==> config.mk <==
export PLATFORM = sky130hd
export DESIGN_NAME = mlpt_walker
export DESIGN_NICKNAME = d
export VERILOG_FILES = /design/src/rtl/mlpt_pkg.sv /design/src/rtl/mlpt_idx_sel.sv /design/src/rtl/mlpt_pte_dec.sv /design/src/rtl/mlpt_addr_gen.sv /design/src/rtl/mlpt_walk_ctl.sv /design/src/rtl/mlpt_walker.sv
export SDC_FILE = /design/constraint.sdc
export NUM_CORES = 1
export LEC_CHECK = 0
export BUFFER_PORTS_ARGS = -buffer_cell sky130_fd_sc_hd__buf_4
export CAP_MARGIN = 20
export CORE_ASPECT_RATIO = 1.5
export CORE_MARGIN = 2
export CORE_UTILIZATION = 30
export DETAILED_ROUTE_END_ITERATION = 8
export PLACE_DENSITY = 0.49
export SLEW_MARGIN = 20
export SYNTH_ARGS = -nofsm -noshare
export SYNTH_HDL_FRONTEND = slang
export SYNTH_SLANG_ARGS = --single-unit
==> constraint.sdc <==
create_clock -name clk -period 3.73 [get_ports clk]
set_input_delay 0.1865 -clock clk [delete_from_list [all_inputs] [get_ports clk]]
set_output_delay 0.1865 -clock clk [all_outputs]
set_load 0.01 [all_outputs]
==> src/rtl/mlpt_pkg.sv <==
package mlpt_pkg;

  typedef enum logic [1:0] {
    WK_IDLE  = 2'd0,
    WK_ISSUE = 2'd1,
    WK_WAIT  = 2'd2
  } walk_state_e;

  // entries are four bytes wide, so an index is scaled by 2^2
  localparam int unsigned PTE_BYTES_LOG2 = 2;
  // position of the present flag inside an entry
  localparam int unsigned PTE_PRESENT_POS = 0;

endpackage

==> src/rtl/mlpt_idx_sel.sv <==
module mlpt_idx_sel #(
  parameter int unsigned VPN_W  = 24,
  parameter int unsigned LEVELS = 3,
  parameter int unsigned IDX_W  = 8,
  parameter int unsigned LVL_W  = 2
) (
  input  logic [VPN_W-1:0] vpn,
  input  logic [LVL_W-1:0] level,
  output logic [IDX_W-1:0] idx
);

  logic [IDX_W-1:0] fields [LEVELS];

  // level 0 takes the most significant field
  for (genvar g = 0; g < LEVELS; g++) begin : g_field
    assign fields[g] = vpn[VPN_W-1-g*IDX_W -: IDX_W];
  end

  always_comb begin
    idx = '0;
    for (int unsigned s = 0; s < LEVELS; s++) begin
      if (level == LVL_W'(s)) idx = fields[s];
    end
  end

endmodule

==> src/rtl/mlpt_pte_dec.sv <==
module mlpt_pte_dec
  import mlpt_pkg::*;
#(
  parameter int unsigned PTE_W = 32,
  parameter int unsigned PPN_W = 16
) (
  input  logic [PTE_W-1:0] pte,
  output logic             present,
  output logic             is_null,
  output logic [PPN_W-1:0] ppn
);

  assign present = pte[PTE_PRESENT_POS];
  assign is_null = (pte == '0);
  // the frame number sits in the top bits of the entry
  assign ppn     = pte[PTE_W-1 -: PPN_W];

endmodule

==> src/rtl/mlpt_addr_gen.sv <==
module mlpt_addr_gen
  import mlpt_pkg::*;
#(
  parameter int unsigned PA_W  = 24,
  parameter int unsigned OFS_W = 8,
  parameter int unsigned IDX_W = 8,
  parameter int unsigned PPN_W = PA_W - OFS_W
) (
  input  logic [PA_W-1:0]  tbl_base,
  input  logic [IDX_W-1:0] idx,
  input  logic [PPN_W-1:0] ppn,
  input  logic [OFS_W-1:0] ofs,
  output logic [PA_W-1:0]  entry_addr,
  output logic [PA_W-1:0]  next_base,
  output logic [PA_W-1:0]  leaf_pa
);

  // byte address of one entry: base plus scaled index, wrapping at PA_W
  function automatic logic [PA_W-1:0] f_entry_addr(input logic [PA_W-1:0] b,
                                                   input logic [IDX_W-1:0] i);
    logic [PA_W-1:0] scaled;
    scaled = '0;
    scaled[IDX_W+PTE_BYTES_LOG2-1:0] = {i, {PTE_BYTES_LOG2{1'b0}}};
    return b + scaled;
  endfunction

  // a frame number names the first byte of that frame
  function automatic logic [PA_W-1:0] f_frame_base(input logic [PPN_W-1:0] p);
    return {p, {OFS_W{1'b0}}};
  endfunction

  // frame number joined with the untouched page offset
  function automatic logic [PA_W-1:0] f_join(input logic [PPN_W-1:0] p,
                                             input logic [OFS_W-1:0] o);
    return {p, o};
  endfunction

  assign entry_addr = f_entry_addr(tbl_base, idx);
  assign next_base  = f_frame_base(ppn);
  assign leaf_pa    = f_join(ppn, ofs);

endmodule

==> src/rtl/mlpt_walk_ctl.sv <==
module mlpt_walk_ctl
  import mlpt_pkg::*;
#(
  parameter int unsigned VA_W   = 32,
  parameter int unsigned PA_W   = 24,
  parameter int unsigned LEVELS = 3,
  parameter int unsigned LVL_W  = 2
) (
  input  logic             clk,
  input  logic             rst_n,
  input  logic             req_valid,
  input  logic [VA_W-1:0]  req_va,
  input  logic [PA_W-1:0]  root,
  input  logic             mem_rd_gnt,
  input  logic             mem_rd_valid,
  input  logic             pte_present,
  input  logic             pte_null,
  input  logic [PA_W-1:0]  next_base,
  input  logic [PA_W-1:0]  leaf_pa,
  output logic             req_ready,
  output logic             mem_rd_req,
  output logic [LVL_W-1:0] level,
  output logic [PA_W-1:0]  tbl_base,
  output logic [VA_W-1:0]  va_q,
  output logic             rsp_done,
  output logic [PA_W-1:0]  rsp_pa,
  output logic             rsp_fault,
  output logic             rsp_fault_null,
  output logic [LVL_W-1:0] rsp_level
);

  walk_state_e state;
  logic        last_level;
  logic        data_in;

  assign req_ready  = (state == WK_IDLE);
  assign mem_rd_req = (state == WK_ISSUE);
  assign data_in    = (state == WK_WAIT) && mem_rd_valid;
  assign last_level = (level == LVL_W'(LEVELS - 1));

  always_ff @(posedge clk or negedge rst_n) begin
    if (!rst_n) begin
      state          <= WK_IDLE;
      level          <= '0;
      tbl_base       <= '0;
      va_q           <= '0;
      rsp_done       <= 1'b0;
      rsp_pa         <= '0;
      rsp_fault      <= 1'b0;
      rsp_fault_null <= 1'b0;
      rsp_level      <= '0;
    end else begin
      rsp_done <= 1'b0;
      unique case (state)
        WK_IDLE: begin
          if (req_valid) begin
            va_q     <= req_va;
            tbl_base <= root;
            level    <= '0;
            state    <= WK_ISSUE;
          end
        end
        WK_ISSUE: begin
          if (mem_rd_gnt) state <= WK_WAIT;
        end
        WK_WAIT: begin
          if (data_in) begin
            if (!pte_present) begin
              rsp_done       <= 1'b1;
              rsp_fault      <= 1'b1;
              rsp_fault_null <= pte_null;
              rsp_pa         <= '0;
              rsp_level      <= level;
              state          <= WK_IDLE;
            end else if (last_level) begin
              rsp_done       <= 1'b1;
              rsp_fault      <= 1'b0;
              rsp_fault_null <= 1'b0;
              rsp_pa         <= leaf_pa;
              rsp_level      <= level;
              state          <= WK_IDLE;
            end else begin
              tbl_base <= next_base;
              level    <= level + LVL_W'(1);
              state    <= WK_ISSUE;
            end
          end
        end
        default: state <= WK_IDLE;
      endcase
    end
  end

endmodule

==> src/rtl/mlpt_walker.sv <==
module mlpt_walker #(
  parameter int unsigned VA_W   = 32,
  parameter int unsigned PA_W   = 24,
  parameter int unsigned OFS_W  = 8,
  parameter int unsigned LEVELS = 3,
  parameter int unsigned PTE_W  = 32,
  localparam int unsigned VPN_W = VA_W - OFS_W,
  localparam int unsigned IDX_W = VPN_W / LEVELS,
  localparam int unsigned PPN_W = PA_W - OFS_W,
  localparam int unsigned LVL_W = (LEVELS > 1) ? $clog2(LEVELS) : 1
) (
  input  logic             clk,
  input  logic             rst_n,
  input  logic [PA_W-1:0]  root,
  input  logic             req_valid,
  input  logic [VA_W-1:0]  req_va,
  output logic             req_ready,
  output logic             rsp_done,
  output logic [PA_W-1:0]  rsp_pa,
  output logic             rsp_fault,
  output logic             rsp_fault_null,
  output logic [LVL_W-1:0] rsp_level,
  output logic             mem_rd_req,
  output logic [PA_W-1:0]  mem_rd_addr,
  input  logic             mem_rd_gnt,
  input  logic             mem_rd_valid,
  input  logic [PTE_W-1:0] mem_rd_data
);

  logic [LVL_W-1:0] level;
  logic [PA_W-1:0]  tbl_base;
  logic [VA_W-1:0]  va_q;
  logic [IDX_W-1:0] cur_idx;
  logic             pte_present;
  logic             pte_null;
  logic [PPN_W-1:0] pte_ppn;
  logic [PA_W-1:0]  next_base;
  logic [PA_W-1:0]  leaf_pa;

  // named events for the checker
  logic ev_accept;
  logic ev_grant;
  assign ev_accept = req_valid && req_ready;
  assign ev_grant  = mem_rd_req && mem_rd_gnt;

  mlpt_idx_sel #(
    .VPN_W (VPN_W),
    .LEVELS(LEVELS),
    .IDX_W (IDX_W),
    .LVL_W (LVL_W)
  ) u_idx (
    .vpn  (va_q[VA_W-1:OFS_W]),
    .level(level),
    .idx  (cur_idx)
  );

  mlpt_pte_dec #(
    .PTE_W(PTE_W),
    .PPN_W(PPN_W)
  ) u_dec (
    .pte    (mem_rd_data),
    .present(pte_present),
    .is_null(pte_null),
    .ppn    (pte_ppn)
  );

  mlpt_addr_gen #(
    .PA_W (PA_W),
    .OFS_W(OFS_W),
    .IDX_W(IDX_W),
    .PPN_W(PPN_W)
  ) u_addr (
    .tbl_base  (tbl_base),
    .idx       (cur_idx),
    .ppn       (pte_ppn),
    .ofs       (va_q[OFS_W-1:0]),
    .entry_addr(mem_rd_addr),
    .next_base (next_base),
    .leaf_pa   (leaf_pa)
  );

  mlpt_walk_ctl #(
    .VA_W  (VA_W),
    .PA_W  (PA_W),
    .LEVELS(LEVELS),
    .LVL_W (LVL_W)
  ) u_ctl (
    .clk           (clk),
    .rst_n         (rst_n),
    .req_valid     (req_valid),
    .req_va        (req_va),
    .root          (root),
    .mem_rd_gnt    (mem_rd_gnt),
    .mem_rd_valid  (mem_rd_valid),
    .pte_present   (pte_present),
    .pte_null      (pte_null),
    .next_base     (next_base),
    .leaf_pa       (leaf_pa),
    .req_ready     (req_ready),
    .mem_rd_req    (mem_rd_req),
    .level         (level),
    .tbl_base      (tbl_base),
    .va_q          (va_q),
    .rsp_done      (rsp_done),
    .rsp_pa        (rsp_pa),
    .rsp_fault     (rsp_fault),
    .rsp_fault_null(rsp_fault_null),
    .rsp_level     (rsp_level)
  );

endmodule

==> impl_results.md, run 1 <==
* Placed cell count at 767
* DRC Markers at 0
* TritonCTS clock tree: built
* Fin Setup TNS at 0 ns
* Reg-to-Reg Start: u_ctl.level[0]
* RSZ-0062 raised after global routing: false
* Syn Area/Cell at 9.760 sq um
* DR iter-0 viols at 126
* Setup slack, reg-to-reg at 1.51 ns
* Die Y at 152.5 um
* Largest family of logic cells by synthesized area: simple AND/OR/NAND/NOR gates
* Vias per inst at 4.629
* Post-synthesis instance total at 452
* Most numerous cell in the Yosys netlist: nand2_1
* Nets at 688
* CP Max Fanout at 16
* Max_slew headroom at 40.43%
* HPWL after DPL at 9.382 mm
* Final cell count without fillers at 784
* Endpoints failing setup at 0
* CP dominant cell by count: o21ai_0
* Worst setup SP type: flip-flop
* Compound-Gate Fraction of Synth Area at 9.784%
* Cell taking the most area after synthesis: dfrtp_1
* Final Instance Area at 5932 sq um
* Status: finished clean
* Fmax at 291.0 MHz
* Worst Clk Skew at 0.009605 ns
* Crit path DAT at 3.25 ns
* Max H-tree Level at 3
* FF+latch count, synth at 89
* Final Routed Wirelength at 12.31 mm
* Antenna diode count at 0
* Starting Density at 30.51%
* Final min period at 3.436 ns
* Worst setup startpoint: u_ctl.level[1]
* Cell area after synthesis at 4412 sq um
* Setup CP Type: reg2out
* Worst Setup End Kind: primary output
* CP Buf/Inv Count at 2
* Die X at 103.0 um
* Share of the synthesized area in the top cell type at 50.48%
* Vias in the first global route at 3754
* Cts bufs inserted at 9
* Post-synth EDFFs at 0
* CP top delay family: adder cells
* IO buf count at 147
* DIE AREA at 15710 sq um
* # clock sinks at 89
* Worst EP required at 3.54 ns
* Largest cells by area after synthesis: dfrtp_1 50%, nand2_1 9.1%, mux2_2 8.2%
* Crit. path cell count at 13
* Drt wl/cell at 15.70 um
* Top cells by count, synth: 107 x nand2_1, 89 x dfrtp_1, 34 x nand3_1
* Initial antenna violation count at 0
* Adder-cell share of the synthesized area at 3.573%
* Unique masters post-synth at 39
* Detailed Routing Iterations Pass 1 at 4
* Critical Path Max Stage Delay at 0.44 ns
* Xor and xnor fraction of the mapped netlist area at 3.971%
* Leakage at 2.837 nW
* Clock latency on the worst-skew pair at 0.35 ns
* Crit share post-route at 92.13%
* Final GP Congestion at 0.8110
* Final hold vios at 0
* Core Area at 14460 sq um
* Clock Path Buffers at 2
* Ys Warns at 0
* Global Route Usage Sum at 15.93%
* Synth Area in Simple Gates at 19.40%
* Worst hold path type: in2reg
* Asr flop ratio synth at 100.0%
* CP endpoint: mem_rd_addr[18]
* Root buffer cell: clkbuf_16
* Antenna Violating Nets Remaining at 0
* CP cell instances: inv_1, ha_2, nor2_1, a21oi_1, o21ai_0, ha_1, fa_1, a211oi_1, o21a_1, o21ai_0, nand3_1, xnor2_1, buf_4
* Largest net degree at the start of global routing at 69
* Vias at 3629
* Max Slew Vio Count at 0
* Pwr Density at 989.3 nW/um^2
* R2r worst-path depth at 6
* Main synth FF type: dfrtp_1
* Area Overhead vs Synth at 34.46%
* Critical Path Slowest Stage Cell: fa_1
* Syn_nets at 557
* Clock transition at the registers of the reported paths at 0.06 ns
* Worst IR Drop VDD at 548.9 uV
* Multiplexer share of the synthesized area at 8.168%
* Global-route wire length before repair at 19.24 mm
* Slew at the pin closest to its max-slew limit at 0.8935 ns
* Row count at 54
* IO Count at 148
* Post-CTS Setup Bufs at 0
* Total congestion overflow at 0
* Post-synthesis sequential area ratio at 50.48%
* MaxCap Viol Count at 0
* Layout cells sized above 1 at 35.03%
* Placed instance area at 5597 sq um
* Reg2Reg Capture Point: u_ctl.state[0]
[state kept, by name (all words and copies together) (netlist names)]
signal and count:
u_ctl.va_q 32, u_ctl.rsp_fault 1, u_ctl.level 2, u_ctl.state 2, u_ctl.tbl_base 24, u_ctl.rsp_done 1
u_ctl.rsp_pa 24, u_ctl.rsp_fault_null 1, u_ctl.rsp_level 2
[kinds of logic (layout without fill, tap and decap cells)]
| group | after synthesis | after routing |
|---|---|---|
| simple gates | 196 | 196 |
| flops | 89 | 89 |
| compound gates | 68 | 68 |
| buf+inv | 35 | 171 |
| mux | 32 | 32 |
| xor+xnor | 20 | 20 |
| fa+ha+maj | 12 | 12 |
[how the worst min path moves through the flow]
stage	depth (start not counted)	startpoint	slack [ns]	to
6_report	2	mem_rd_gnt	0.05	u_ctl.state[0]
5_1_grt	2	mem_rd_gnt	0.04	u_ctl.state[0]
4_1_cts	2	mem_rd_gnt	0.04	u_ctl.state[0]
3_5_place_dp	1	rst_n	0.36	u_ctl.va_q[17]
3_3_place_gp	1	rst_n	0.36	u_ctl.va_q[17]
2_1_floorplan	0	rst_n	-0.11	u_ctl.level[0]
[through the flow]
step                      util [%]  total power [mW]  worst slack [ns]  hold slack [ns]
final                        41.03             5.869            0.2935          0.04500
after global routing         41.03             6.349           0.02482          0.03537
after CTS                    40.99             5.960            0.1258          0.03649
after detailed placement     38.71             4.966            0.5053           0.3635
after global placement       38.71             4.911            0.5674           0.3640
after floorplan                  -             3.646            0.8994          -0.1091
[layout make-up]
type,count,area (sq um)
multi-input cells,328,1987
flip-flops and latches,89,2227
well taps,196,245.2
clock inverters,7,95.09
inverters,4,16.27
repair buffers,151,1136
clock buffers,9,225.2
fillers,1527,8527
[power by group]
part	switching (mW)	total, mW	internal (mW)
Clock	0.434	0.975	0.541
Combinational	1.63	3.17	1.53
Sequential	0.318	1.73	1.41
[layer usage]
layer / part of all wire, % / vias to the layer above / wire length (um) / global-route usage [%]
met5: 0 / - / 0 / 0
met4: 1.8 / 0 / 217 / 5.388
met3: 5.2 / 17 / 640 / 3.761
met2: 51 / 103 / 6322 / 28.05
met1: 42 / 1703 / 5130 / 18.55
li1: - / 1806 / - / -
[cell usage in the layout, fill, tap and decap left out, types with 2 or more instances in the layout]
cell type,n
a21o_1,2
nor2b_1,2
ha_2,2
o21a_1,3
dfrtp_1,89
mux2_2,32
a211oi_1,2
o21ai_1,3
buf_4,150
nand3_1,34
nand4_1,7
clkbuf_16,9
xor2_1,4
a21oi_1,14
inv_1,3
nand2b_1,3
inv_8,2
o211ai_1,2
nor2_1,26
a22o_1,8
and3_1,3
ha_1,9
xnor2_1,16
inv_6,2
a31oi_1,16
nand2_1,107
o21ai_0,14
nor4_1,7
[what timing repair did]
action / in CTS / in global routing
hold buffers: 1 / 0
endpoints found under the setup margin: 0 / 11
resized for setup: 0 / 4
hold endpoints to repair: 22 / 0
Power figures use the tool's default switching activity.
==> inputs of run 2 (changes only) <==
--- a/config.mk
+++ b/config.mk
@@ -5,13 +5,16 @@
 export SDC_FILE = /design/constraint.sdc
 export NUM_CORES = 1
 export LEC_CHECK = 0
+export ABC_AREA = 1
 export BUFFER_PORTS_ARGS = -buffer_cell sky130_fd_sc_hd__buf_4
-export CAP_MARGIN = 20
+export CAP_MARGIN = 15
+export CELL_PAD_IN_SITES_DETAIL_PLACEMENT = 0
+export CELL_PAD_IN_SITES_GLOBAL_PLACEMENT = 2
 export CORE_ASPECT_RATIO = 1.5
 export CORE_MARGIN = 2
 export CORE_UTILIZATION = 30
 export DETAILED_ROUTE_END_ITERATION = 8
-export PLACE_DENSITY = 0.49
+export PLACE_DENSITY = 0.78
 export SLEW_MARGIN = 20
 export SYNTH_ARGS = -nofsm -noshare
 export SYNTH_HDL_FRONTEND = slang
==> run 2 against run 1 <==
Compared with the run above: the flow now finishes with violations (negative hold slack); sequential cell count unchanged; die area up 9.8%; hold slack worse by 0.053 ns; area after synthesis up 10%; critical path type unchanged; highest routed layer unchanged.
==> impl_results.md, run 2 <==
* Final Routed Wirelength at 14.11 mm (was 12.31 mm)
* Setup slack, reg-to-reg at 1.58 ns (was 1.51 ns)
* Multiplexer share of the synthesized area at 7.419% (was 8.168%)
* Drt wl/cell at 15.18 um (was 15.70 um)
* Clock latency on the worst-skew pair at 0.34 ns (was 0.35 ns)
* Largest cells by area after synthesis: dfrtp_1 46%, nand2_1 13%, mux2_2 7.4% (was dfrtp_1 50%, nand2_1 9.1%, mux2_2 8.2%)
* Setup CP Type: reg2out (unchanged)
* Unique masters post-synth at 34 (was 39)
* Endpoints failing setup at 0 (unchanged)
* Asr flop ratio synth at 100.0% (unchanged)
* Largest net degree at the start of global routing at 74 (was 69)
* Logic pwr share at 52.7% (was 53.9%)
* Pre-CTS WS at 0.5143 ns (was 0.5053 ns)
* Adder-cell share of the synthesized area at 3.246% (was 3.573%)
* Clock share of power at 16.6% (about the same)
* Pwr Density at 862.2 nW/um^2 (was 989.3 nW/um^2)
* Largest family of logic cells by synthesized area: simple AND/OR/NAND/NOR gates (unchanged)
* CP cell instances: inv_1, ha_1, clkinvlp_4, buf_4, buf_4, a21oi_1, ha_1, nand2_1, nand2_1, a21oi_1, nand3_1, xor2_1, buf_4 (was inv_1, ha_2, nor2_1, a21oi_1, o21ai_0, ha_1, fa_1, a211oi_1, o21a_1, o21ai_0, nand3_1, xnor2_1, buf_4)
* Largest register FFs at 32 (unchanged)
* Worst EP required at 3.54 ns (about the same)
* Syn Area/Cell at 8.492 sq um (was 9.760 sq um)
* HPWL after DPL at 11.20 mm (was 9.382 mm)
* Worst IR Drop VDD at 539.1 uV (was 548.9 uV)
* Compound-Gate Fraction of Synth Area at 10.54% (was 9.784%)
* Fmax at 287.9 MHz (was 291.0 MHz)
* Antenna Violating Nets Remaining at 0 (unchanged)
* Initial antenna violation count at 0 (unchanged)
* Commonest non-fill, non-tap cell in the layout: nand2_1 (was buf_4)
* Fin util at 40.33% (was 41.03%)
* IO Count at 148 (unchanged)
* Post-synthesis instance total at 572 (was 452)
* Total congestion overflow at 0 (unchanged)
* Int Power at 3.248 mW (was 3.484 mW)
* Area Overhead vs Synth at 33.23% (was 34.46%)
* Slew at the pin closest to its max-slew limit at 0.9490 ns (was 0.8935 ns)
* Detailed Routing Iterations Pass 1 at 4 (unchanged)
* Nets at 824 (was 688)
* DIE AREA at 17250 sq um (was 15710 sq um)
* Vias per inst at 4.624 (was 4.629)
* Hold WS at -0.008157 ns (was 0.04500 ns)
* Crit path DAT at 3.29 ns (was 3.25 ns)
* Syn_nets at 677 (was 557)
* Register share of total power at 30.7% (was 29.5%)
* Reg-to-Reg Start: u_ctl.state[0] (was u_ctl.level[0])
* Reg2Reg Capture Point: u_ctl.tbl_base[9] (was u_ctl.state[0])
* NetSw at 2.331 mW (was 2.384 mW)
* Xor and xnor fraction of the mapped netlist area at 1.443% (was 3.971%)
* # clock sinks at 89 (unchanged)
* Worst Clk Skew at 0.01179 ns (was 0.009605 ns)
* Max_slew headroom at 36.73% (was 40.43%)
* Global Route Usage Sum at 16.91% (was 15.93%)
* Crit share post-route at 93.13% (was 92.13%)
* CP dominant cell by count: buf_4 (was o21ai_0)
* Post-synth EDFFs at 0 (unchanged)
* R2r worst-path depth at 8 (was 6)
* Ys Warns at 0 (unchanged)
* Final GP Congestion at 0.8111 (was 0.8110)
* IO buf count at 147 (unchanged)
* Failing checks: negative hold slack
* Core Area at 16050 sq um (was 14460 sq um)
* Met1 WL at 5.654 mm (was 5.130 mm)
* Vias at 4300 (was 3629)
* TritonCTS clock tree: built (unchanged)
* Leakage at 3.348 nW (was 2.837 nW)
* Share of the synthesized area in the top cell type at 45.85% (was 50.48%)
* Worst Setup End Kind: primary output (unchanged)
* Global-route wire length before repair at 22.78 mm (was 19.24 mm)
* Clock Path Buffers at 2 (unchanged)
* Routed wl met3 at 591 um (was 640 um)
* DRC Markers at 0 (unchanged)
* Post-synthesis sequential area ratio at 45.85% (was 50.48%)
* Cts bufs inserted at 9 (unchanged)
* Antenna diode count at 0 (unchanged)
* Row count at 57 (was 54)
* Die Y at 159.8 um (was 152.5 um)
* Most frequent cells in the layout: 167 x nand2_1, 158 x buf_4, 89 x dfrtp_1 (was 150 x buf_4, 107 x nand2_1, 89 x dfrtp_1)
* Layout cells sized above 1 at 30.80% (was 35.03%)
* Synth Area in Simple Gates at 23.70% (was 19.40%)
* Top layer in use: met4 (unchanged)
* Status: complete, but fails checks (was finished clean)
* Final min period at 3.474 ns (was 3.436 ns)
* Main synth FF type: dfrtp_1 (unchanged)
* Critical Path Slowest Stage Cell: dfrtp_1 (was fa_1)
* Starting Density at 30.27% (was 30.51%)
* Placed cell count at 906 (was 767)
* Worst hold path type: in2async (was in2reg)
* Routed wl met2 at 7.480 mm (was 6.322 mm)
* Worst setup SP type: flip-flop (unchanged)
* Final cell count without fillers at 930 (was 784)
* Cell area after synthesis at 4857 sq um (was 4412 sq um)
* MaxCap Viol Count at 0 (unchanged)
* Vias in the first global route at 4559 (was 3754)
* Sw Share at 41.79% (was 40.63%)
* Final hold vios at 2 (was 0)
* Fin Setup TNS at 0 ns (unchanged)
* Final worst slack at 0.2564 ns (was 0.2935 ns)
* Critical Path Max Stage Delay at 0.38 ns (was 0.44 ns)
* Most numerous cell in the Yosys netlist: nand2_1 (unchanged)
* Clock transition at the registers of the reported paths at 0.07 ns (was 0.06 ns)
* Largest Register: u_ctl.va_q (unchanged)
* RSZ-0062 raised after global routing: false (unchanged)
* Max Slew Vio Count at 0 (unchanged)
* CP Max Fanout at 8 (was 16)
* Top cells by count, synth: 167 x nand2_1, 89 x dfrtp_1, 60 x inv_1 (was 107 x nand2_1, 89 x dfrtp_1, 34 x nand3_1)
* Die X at 107.9 um (was 103.0 um)
* Root buffer cell: clkbuf_16 (unchanged)
* DR iter-0 viols at 185 (was 126)
* Max H-tree Level at 3 (unchanged)
* Top flop regs: u_ctl.va_q: 32 flops, u_ctl.rsp_pa: 24 flops, u_ctl.tbl_base: 24 flops (unchanged)
* FF+latch count, synth at 89 (unchanged)
* Cell taking the most area after synthesis: dfrtp_1 (unchanged)
==> run 2: cell types whose count changed after synthesis, moves of 11 or more <==
cell      delta
a31oi_1     -16
inv_1       +57
nand2_1     +60
nor2_1      +11
o211ai_1    +11
o31ai_1     +17
xnor2_1     -15
==> run 2: how the worst max path moves through the flow <==
stage	start	cells after the start	endpoint	slack (ns)
global placement	u_ctl.level[1]	13	mem_rd_addr[10]	0.64
CTS	u_ctl.level[1]	15	mem_rd_addr[18]	0.14
global route	u_ctl.level[0]	16	mem_rd_addr[18]	0.05
detailed placement	u_ctl.level[1]	13	mem_rd_addr[10]	0.51
floorplan	u_ctl.level[1]	13	mem_rd_addr[10]	1.05
finish	u_ctl.level[0]	13	mem_rd_addr[11]	0.26
==> run 2: layer usage <==
metal	vias to the layer above	GRT usage [%]
met5	-	0
met4	0	6.876
met3	23	3.388
met2	100	30.05
met1	2011	19.52
li1	2166	-
==> run 2: final cells by class <==
cell class	count	area, sq um
Multi-Input combinational cell	398	2256
Inverter	63	240.2
Clock inverter	6	75.07
Timing Repair Buffer	158	1186
Clock buffer	10	229.0
Fill cell	1647	9575
Tap cell	206	257.7
Sequential cell	89	2227
==> run 2: power by group through the flow <==
stage	registers, mW	clock network (mW)	logic (mW)
finish	1.71	0.928	2.94
global route	1.77	0.990	3.30
floorplan	1.68	0	1.78
CTS	1.71	0.959	2.97
global placement	1.73	0	2.94
detailed placement	1.73	0	2.97
==> run 2: logic make-up (layout without fill, tap and decap cells) <==
kind of cell	Yosys count	count (layout)
fa+ha+maj	12	12
buf+inv	85	237
xor+xnor	8	8
mux	32	32
flops	89	89
simple gates	267	267
compound gates	79	79
==> run 2: worst max-delay path, delay by kind of cell (launching register included) <==
family	cells	cell delay [ns]
buffers and inverters	5	0.81
AO/OA/AOI/OAI	2	0.50
flip-flops	1	0.38
adder cells (fa/ha/maj)	2	0.59
XOR/XNOR	1	0.22
AND/OR/NAND/NOR	3	0.43
==> run 2: stage by stage <==
step                      cell area [sq um]  power [mW]
after detailed placement               6098       4.693
after CTS                              6402       5.643
final                                  6471       5.579
after global placement                 6098       4.674
after global routing                   6471       6.057
after floorplan                        4857       3.462
==> run 2: repair_timing <==
action                     CTS  global route
setup endpoints to repair    0            11
hold buffers                 0             0
gates resized for setup      0             3
buffers inserted             0             8
